--- config.mk ---
export PLATFORM = sky130hd
export DESIGN_NAME = dma_regbank
export DESIGN_NICKNAME = d
export VERILOG_FILES = /design/src/rtl/dma_regbank_pkg.sv /design/src/rtl/dma_regbank_ctrl.sv /design/src/rtl/dma_regbank_chan.sv /design/src/rtl/dma_regbank_dpath.sv /design/src/rtl/dma_regbank.sv
export SDC_FILE = /design/constraint.sdc
export NUM_CORES = 1
export LEC_CHECK = 0
export BUFFER_PORTS_ARGS = -buffer_cell sky130_fd_sc_hd__clkbuf_2
export CELL_PAD_IN_SITES_DETAIL_PLACEMENT = 2
export CELL_PAD_IN_SITES_GLOBAL_PLACEMENT = 2
export CORE_MARGIN = 4
export CORE_UTILIZATION = 30
export CTS_CLUSTER_SIZE = 10
export DETAILED_ROUTE_END_ITERATION = 6
export PLACE_DENSITY_LB_ADDON = 0.1
export SKIP_CTS_REPAIR_TIMING = 1
export SYNTH_ARGS = -nofsm -noshare
export SYNTH_HDL_FRONTEND = slang
export SYNTH_SLANG_ARGS = --single-unit
--- constraint.sdc ---
create_clock -name clk -period 13.7 [get_ports clk]
set_clock_uncertainty 0.15 [all_clocks]
set_input_delay 1.37 -clock clk [delete_from_list [all_inputs] [get_ports clk]]
set_output_delay 1.37 -clock clk [all_outputs]
set_load 0.03 [all_outputs]
--- src/rtl/dma_regbank_pkg.sv ---
package dma_regbank_pkg;
  localparam int DATA_W      = 32;
  localparam int WADDR_W     = 10;
  localparam int CH_WORDS    = 5;
  localparam int CFG_WORD    = 4;
  localparam int CFG_EN_BIT  = 0;
  localparam int CFG_ERRM_BIT = 14;
  localparam int CFG_TCM_BIT = 15;
  localparam int ID_BYTES    = 8;

  // global word indices (byte offset / 4)
  localparam logic [3:0] G_STAT_ALL = 4'd0;
  localparam logic [3:0] G_STAT_TC  = 4'd1;
  localparam logic [3:0] G_CLR_TC   = 4'd2;
  localparam logic [3:0] G_STAT_ERR = 4'd3;
  localparam logic [3:0] G_CLR_ERR  = 4'd4;
  localparam logic [3:0] G_RAW_TC   = 4'd5;
  localparam logic [3:0] G_RAW_ERR  = 4'd6;
  localparam logic [3:0] G_ENABLED  = 4'd7;
  localparam logic [3:0] G_CONFIG   = 4'd12;
  localparam logic [3:0] G_SYNC     = 4'd13;

  typedef enum logic [1:0] {
    RD_ZERO   = 2'd0,
    RD_CHAN   = 2'd1,
    RD_GLOBAL = 2'd2,
    RD_IDENT  = 2'd3
  } rdKind_e;

  typedef struct packed {
    logic       chWe;
    logic [2:0] chIdx;
    logic [2:0] chWord;
    logic       glbCfgWe;
    logic       syncWe;
    logic       tcClrWe;
    logic       errClrWe;
    logic       rdEn;
    rdKind_e    rdKind;
    logic [2:0] rdChan;
    logic [3:0] rdSub;
  } strobe_t;
endpackage

--- src/rtl/dma_regbank_ctrl.sv ---
module dma_regbank_ctrl
  import dma_regbank_pkg::*;
#(
  parameter int NCH = 2
) (
  input  logic               regSel,
  input  logic               regWrite,
  input  logic [WADDR_W-1:0] regWordAddr,
  output strobe_t            strb
);
  logic       chanWin;
  logic       chanOk;
  logic       identWin;
  logic       glbWin;
  logic [2:0] chIdx;
  logic [2:0] chWord;
  logic [3:0] glbWord;
  logic       wrAcc;

  always_comb begin
    chIdx    = regWordAddr[5:3];
    chWord   = regWordAddr[2:0];
    glbWord  = regWordAddr[3:0];
    chanWin  = (regWordAddr[9:6] == 4'h1);
    chanOk   = chanWin && (int'(chIdx) < NCH);
    identWin = (regWordAddr[9:3] == 7'h7F);
    glbWin   = (regWordAddr[9:4] == 6'h00);
    wrAcc    = regSel && regWrite;
  end

  always_comb begin
    strb          = '0;
    strb.chIdx    = chIdx;
    strb.chWord   = chWord;
    strb.chWe     = wrAcc && chanOk && (int'(chWord) < CH_WORDS);
    strb.glbCfgWe = wrAcc && glbWin && (glbWord == G_CONFIG);
    strb.syncWe   = wrAcc && glbWin && (glbWord == G_SYNC);
    strb.tcClrWe  = wrAcc && glbWin && (glbWord == G_CLR_TC);
    strb.errClrWe = wrAcc && glbWin && (glbWord == G_CLR_ERR);
    strb.rdEn     = regSel && !regWrite;
    strb.rdChan   = chIdx;
    if (chanOk) begin
      strb.rdKind = RD_CHAN;
      strb.rdSub  = {1'b0, chWord};
    end else if (identWin) begin
      strb.rdKind = RD_IDENT;
      strb.rdSub  = {1'b0, regWordAddr[2:0]};
    end else if (glbWin) begin
      strb.rdKind = RD_GLOBAL;
      strb.rdSub  = glbWord;
    end else begin
      strb.rdKind = RD_ZERO;
      strb.rdSub  = '0;
    end
  end
endmodule

--- src/rtl/dma_regbank_chan.sv ---
module dma_regbank_chan
  import dma_regbank_pkg::*;
(
  input  logic              clk,
  input  logic              rstN,
  input  logic              we,
  input  logic [2:0]        wrWord,
  input  logic [DATA_W-1:0] wdata,
  input  logic [2:0]        rdWord,
  output logic [DATA_W-1:0] rdVal,
  output logic              tcMask,
  output logic              errMask,
  output logic              enBit
);
  logic [DATA_W-1:0] words [CH_WORDS];

  always_ff @(posedge clk) begin
    if (!rstN) begin
      for (int i = 0; i < CH_WORDS; i++) words[i] <= '0;
    end else if (we) begin
      for (int i = 0; i < CH_WORDS; i++)
        if (int'(wrWord) == i) words[i] <= wdata;
    end
  end

  always_comb begin
    rdVal = '0;
    for (int i = 0; i < CH_WORDS; i++)
      if (int'(rdWord) == i) rdVal = words[i];
  end

  assign tcMask  = words[CFG_WORD][CFG_TCM_BIT];
  assign errMask = words[CFG_WORD][CFG_ERRM_BIT];
  assign enBit   = words[CFG_WORD][CFG_EN_BIT];
endmodule

--- src/rtl/dma_regbank_dpath.sv ---
module dma_regbank_dpath
  import dma_regbank_pkg::*;
#(
  parameter int NCH = 2
) (
  input  logic              clk,
  input  logic              rstN,
  input  strobe_t           strb,
  input  logic [DATA_W-1:0] wdata,
  input  logic [NCH-1:0]    tcSet,
  input  logic [NCH-1:0]    errSet,
  output logic [DATA_W-1:0] rdata,
  output logic              irqTc,
  output logic              irqErr,
  output logic              irqAny,
  output logic              cfgWritten
);
  localparam int PAD_W = DATA_W - NCH;
  localparam logic [7:0] ID_FIRST = (NCH == 2) ? 8'h81 : 8'h80;

  logic [DATA_W-1:0] chRd [NCH];
  logic [NCH-1:0]    tcMask, errMask, enBits;
  logic [NCH-1:0]    rawTc, rawErr;
  logic [NCH-1:0]    tcClrBits, errClrBits;
  logic [NCH-1:0]    maskedTc, maskedErr;
  logic [DATA_W-1:0] glbCfg, syncWord;
  logic [DATA_W-1:0] rdNext, chSel, glbSel;
  logic [7:0]        idByte;
  logic              cfgHit;

  for (genvar c = 0; c < NCH; c++) begin : g_chan
    logic chWeC;
    assign chWeC = strb.chWe && (int'(strb.chIdx) == c);
    dma_regbank_chan u_chan (
      .clk    (clk),
      .rstN   (rstN),
      .we     (chWeC),
      .wrWord (strb.chWord),
      .wdata  (wdata),
      .rdWord (strb.rdSub[2:0]),
      .rdVal  (chRd[c]),
      .tcMask (tcMask[c]),
      .errMask(errMask[c]),
      .enBit  (enBits[c])
    );
  end

  // raw flags: clear by writing ones, a set in the same cycle wins
  assign tcClrBits  = strb.tcClrWe  ? wdata[NCH-1:0] : '0;
  assign errClrBits = strb.errClrWe ? wdata[NCH-1:0] : '0;

  always_ff @(posedge clk) begin
    if (!rstN) begin
      rawTc  <= '0;
      rawErr <= '0;
    end else begin
      rawTc  <= (rawTc  & ~tcClrBits)  | tcSet;
      rawErr <= (rawErr & ~errClrBits) | errSet;
    end
  end

  always_ff @(posedge clk) begin
    if (!rstN) begin
      glbCfg   <= '0;
      syncWord <= '0;
    end else begin
      if (strb.glbCfgWe) glbCfg   <= wdata;
      if (strb.syncWe)   syncWord <= wdata;
    end
  end

  assign maskedTc  = rawTc  & tcMask;
  assign maskedErr = rawErr & errMask;

  // read path
  always_comb begin
    chSel = '0;
    for (int c = 0; c < NCH; c++)
      if (int'(strb.rdChan) == c) chSel = chRd[c];
  end

  always_comb begin
    unique case (strb.rdSub)
      G_STAT_ALL: glbSel = {{PAD_W{1'b0}}, maskedTc | maskedErr};
      G_STAT_TC:  glbSel = {{PAD_W{1'b0}}, maskedTc};
      G_STAT_ERR: glbSel = {{PAD_W{1'b0}}, maskedErr};
      G_RAW_TC:   glbSel = {{PAD_W{1'b0}}, rawTc};
      G_RAW_ERR:  glbSel = {{PAD_W{1'b0}}, rawErr};
      G_ENABLED:  glbSel = {{PAD_W{1'b0}}, enBits};
      G_CONFIG:   glbSel = glbCfg;
      G_SYNC:     glbSel = syncWord;
      default:    glbSel = '0;
    endcase
  end

  always_comb begin
    case (strb.rdSub[2:0])
      3'd0:    idByte = ID_FIRST;
      3'd1:    idByte = 8'h10;
      3'd2:    idByte = 8'h04;
      3'd3:    idByte = 8'h0A;
      3'd4:    idByte = 8'h0D;
      3'd5:    idByte = 8'hF0;
      3'd6:    idByte = 8'h05;
      default: idByte = 8'hB1;
    endcase
  end

  always_comb begin
    case (strb.rdKind)
      RD_CHAN:   rdNext = chSel;
      RD_GLOBAL: rdNext = glbSel;
      RD_IDENT:  rdNext = {{(DATA_W-8){1'b0}}, idByte};
      default:   rdNext = '0;
    endcase
  end

  always_ff @(posedge clk) begin
    if (!rstN)          rdata <= '0;
    else if (strb.rdEn) rdata <= rdNext;
  end

  // registered outputs
  assign cfgHit = strb.glbCfgWe || (strb.chWe && (int'(strb.chWord) == CFG_WORD));

  always_ff @(posedge clk) begin
    if (!rstN) begin
      irqTc      <= 1'b0;
      irqErr     <= 1'b0;
      irqAny     <= 1'b0;
      cfgWritten <= 1'b0;
    end else begin
      irqTc      <= |maskedTc;
      irqErr     <= |maskedErr;
      irqAny     <= |(maskedTc | maskedErr);
      cfgWritten <= cfgHit;
    end
  end
endmodule

--- src/rtl/dma_regbank.sv ---
module dma_regbank
  import dma_regbank_pkg::*;
#(
  parameter int NCH = 2
) (
  input  logic               clk,
  input  logic               rstN,
  input  logic               regSel,
  input  logic               regWrite,
  input  logic [WADDR_W-1:0] regWordAddr,
  input  logic [DATA_W-1:0]  regWdata,
  output logic [DATA_W-1:0]  regRdata,
  input  logic [NCH-1:0]     tcSet,
  input  logic [NCH-1:0]     errSet,
  output logic               irqTc,
  output logic               irqErr,
  output logic               irqAny,
  output logic               cfgWritten
);
  strobe_t strb;

  dma_regbank_ctrl #(.NCH(NCH)) u_ctrl (
    .regSel     (regSel),
    .regWrite   (regWrite),
    .regWordAddr(regWordAddr),
    .strb       (strb)
  );

  dma_regbank_dpath #(.NCH(NCH)) u_dpath (
    .clk       (clk),
    .rstN      (rstN),
    .strb      (strb),
    .wdata     (regWdata),
    .tcSet     (tcSet),
    .errSet    (errSet),
    .rdata     (regRdata),
    .irqTc     (irqTc),
    .irqErr    (irqErr),
    .irqAny    (irqAny),
    .cfgWritten(cfgWritten)
  );
endmodule

==> flow_summary.toml <==
[drt]
drt_first_pass_iters = 5
drc = 0
route.detailed.vias_per_inst = 5.40
routedWlPerCell_um = 28.7
routed-via-count = 12200
antenna_violating_nets_post_route = 0
routed_wl_mm = 64.8
detail_route.iter0.violations = 690

[clock_tree]
clk_pin_slew_worst_paths_ns = 0.06
cts_max_path_buffers = 3
root_buffer = "clkbuf_16"
cts-buffers-inserted = 51
clock_sink_count = 424
clk-insertion-delay-late_ns = 0.60
clock_tree.htree_level_count = 2
clock_tree_from_tritoncts = "done"

[outcome]
run_status = "finished, final reports clean"

[hold_path]
holdCritPathClass = "register to register"

[place]
finalWeightedCongestion = 0.770
numPortBuffers = 85
detailed_place_hpwl_mm = 38.9

[timing]
hold_violations = 0
period_share = 0.314
worst_pin_slew_ns = 1.13
period_needed_ns = 4.30
slew_violations = 0
max_slew_margin = 0.241
fmax_mhz = 232
rsz0062_at_grt = "false"
tns_ns = 0
setup_violations = 0

[synth]
flop_and_latch_count_out_of_synthesis = 424
yosys_warnings = 0
synth_sequential_area_ratio = 0.678
synth.most_common_cell = "edfxtp_1"
syn-mean-instance-area_um2 = 12.4
number_of_distinct_library_cells_after_synthesis = 72
synth_largest_type_area_fraction = 0.557
synthTopCellsByArea = "edfxtp_1, dfxtp_1, nand2_1"
postSynthNetCount = 1437
synth_commonest_cells = "edfxtp_1, nand2_1, dfxtp_1"
synth-edff-count = 320
postSynthCellCount = 1387
ys.flop_type = "edfxtp_1"
synthDominantAreaCellType = "edfxtp_1"
async_flop_share = 0
netlist_area_um2 = 17200

[floorplan]
ioPinCount = 86
width_of_the_die_um = 248
dieArea_um2 = 61400
core_outline_area_um2 = 56600
placement_rows = 87
initial_core_utilization = 0.305
chipHeight_um = 248

[global_routing]
grt_pass1_vias = 13300
global_route.usage.met3 = 0.0280
grt_pass1_wl_mm = 94.1
grt_use_met2 = 0.360
grt_most_used_layer = "met2"
grt_antenna_before_repair = 1
pin_count_of_the_biggest_net_entering_global_routing = 48
globalRouteOverflowTotal = 0
grt_util_all_layers = 0.211
grt_use_met1 = 0.284

[power]
power.static_leakage_nw = 6.81
worst_ir_drop_vdd_mv = 0.0937
sum_of_internal_switching_and_leakage_power_mw = 2.81
power.density_nw_per_um2 = 140

[cells_and_area]
area.growth.synth_to_final_pct = 16.5
final_layout_size_suffix_gt1_frac = 0.154
fin_nets = 1513
n_antenna_cell = 0
final.fill_count = 5871

[critical_path]
worstPathMaxFanout = 42
timing_worst_setup_path_type = "input port to register"
series_of_cell_instances_along_the_critical_path = "clkbuf_2 > nand4_1 > o22a_4 > nor2_4 > buf_4 > a22oi_1 > and3_1 > o32ai_1"
signal_arrival_time_at_the_worst_endpoint_ns = 4.65
cp_slowest_cell = "buf_4"
timing.critical_path.slowest_cell_delay_ns = 0.65
timing.critical_path.required_ns = 14.04
crit_path_start_kind = "input port"
end_kind = "register"

[run]
drv.max_cap_violation_count = 0
[sequential cells by signal (all words and copies together) (netlist names)]
name / flops
u_dpath.irqAny: 1
u_dpath.syncWord: 32
u_dpath.rdata: 32
u_dpath.irqTc: 1
u_dpath.glbCfg: 32
u_dpath.rawTc: 2
u_dpath.irqErr: 1
u_dpath.cfgWritten: 1
u_dpath.rawErr: 2
u_dpath.g_chan.u_chan.words: 320
[critical path, delay by kind of cell]
| kind | cells | cell delay [ns] |
|---|---|---|
| and+or+nand+nor | 3 | 1.07 |
| AOI/OAI and AO/OA | 3 | 1.04 |
| buffers and inverters | 2 | 1.11 |
[per-stage QoR]
stage | instance area (um^2) | util | std cells | setup slack, ns | hold WS (ns)
global route | 20100 | 0.355 | 2260 | 9.25 | 0.323
detailed placement | 18600 | 0.329 | 2166 | 8.88 | 0.298
global placement | 18600 | 0.329 | 2166 | 8.96 | 0.287
finish | 20100 | 0.355 | 2260 | 9.40 | 0.302
CTS | 20100 | 0.355 | 2260 | 9.49 | 0.306
floorplan | 17200 | - | 1387 | 8.43 | 0.277
[worst paths after layout]
| path | to | cells past startpoint | start | slack [ns] |
|---|---|---|---|---|
| max | u_dpath.rdata[0] | 8 | regWordAddr[3] | 9.40 |
| min | u_dpath.syncWord[16] | 2 | u_dpath.syncWord[16] | 0.30 |
| max reg2reg | u_dpath.rdata[1] | 6 | u_dpath.g_chan[1].u_chan.words[0][128] | 11.75 |
| min reg2reg | u_dpath.syncWord[16] | 2 | u_dpath.syncWord[16] | 0.30 |
[layout make-up]
class,instances,area [um^2],share of cell area
clock buffer,86,1420,0.0706
clock inverter,8,58.8,0.00293
inverter,6,22.5,0.00112
multi-input combinational,862,5280,0.263
sequential,424,11700,0.582
tap,756,946,0.0471
timing repair buffer,118,676,0.0336
[where the power goes]
| group | internal, mW | switching (mW) | total [mW] |
|---|---|---|---|
| sequential | 1.43 | 0.0189 | 1.45 |
| clock | 0.702 | 0.534 | 1.24 |
| combinational | 0.0322 | 0.0983 | 0.131 |
[placed cells by master, fill, tap and decap left out, types with 8 or more instances in the layout]
cell	count
a22oi_1	31
a221oi_2	10
o22ai_1	10
a221oi_1	15
nor3_1	8
edfxtp_1	320
clkbuf_16	51
dfxtp_1	104
o21ai_4	10
o21ai_0	83
a222oi_1	24
a211o_1	24
buf_4	34
and3_1	26
a31oi_1	21
nor2_1	39
nand3_1	17
a21oi_1	94
clkbuf_1	34
clkbuf_2	84
nand2_1	228
and2_1	66
mux2i_1	29
o21ai_1	11
[kinds of logic after synthesis]
group           after synthesis  share of synthesized area
compound gates              385                      0.151
xor+xnor                      1                   0.000508
buf+inv                     101                     0.0276
flops                       424                      0.678
mux                          35                     0.0207
simple gates                441                      0.122
[metal layers]
| metal | vias up | routed length [um] | part of all wire |
|---|---|---|---|
| met5 | - | 0 | 0 |
| met4 | 0 | 1420 | 0.022 |
| met3 | 84 | 2390 | 0.037 |
| met2 | 241 | 31200 | 0.48 |
| met1 | 6473 | 29700 | 0.46 |
| li1 | 5407 | - | - |
No activity file was read; power rests on OpenSTA's default activity.
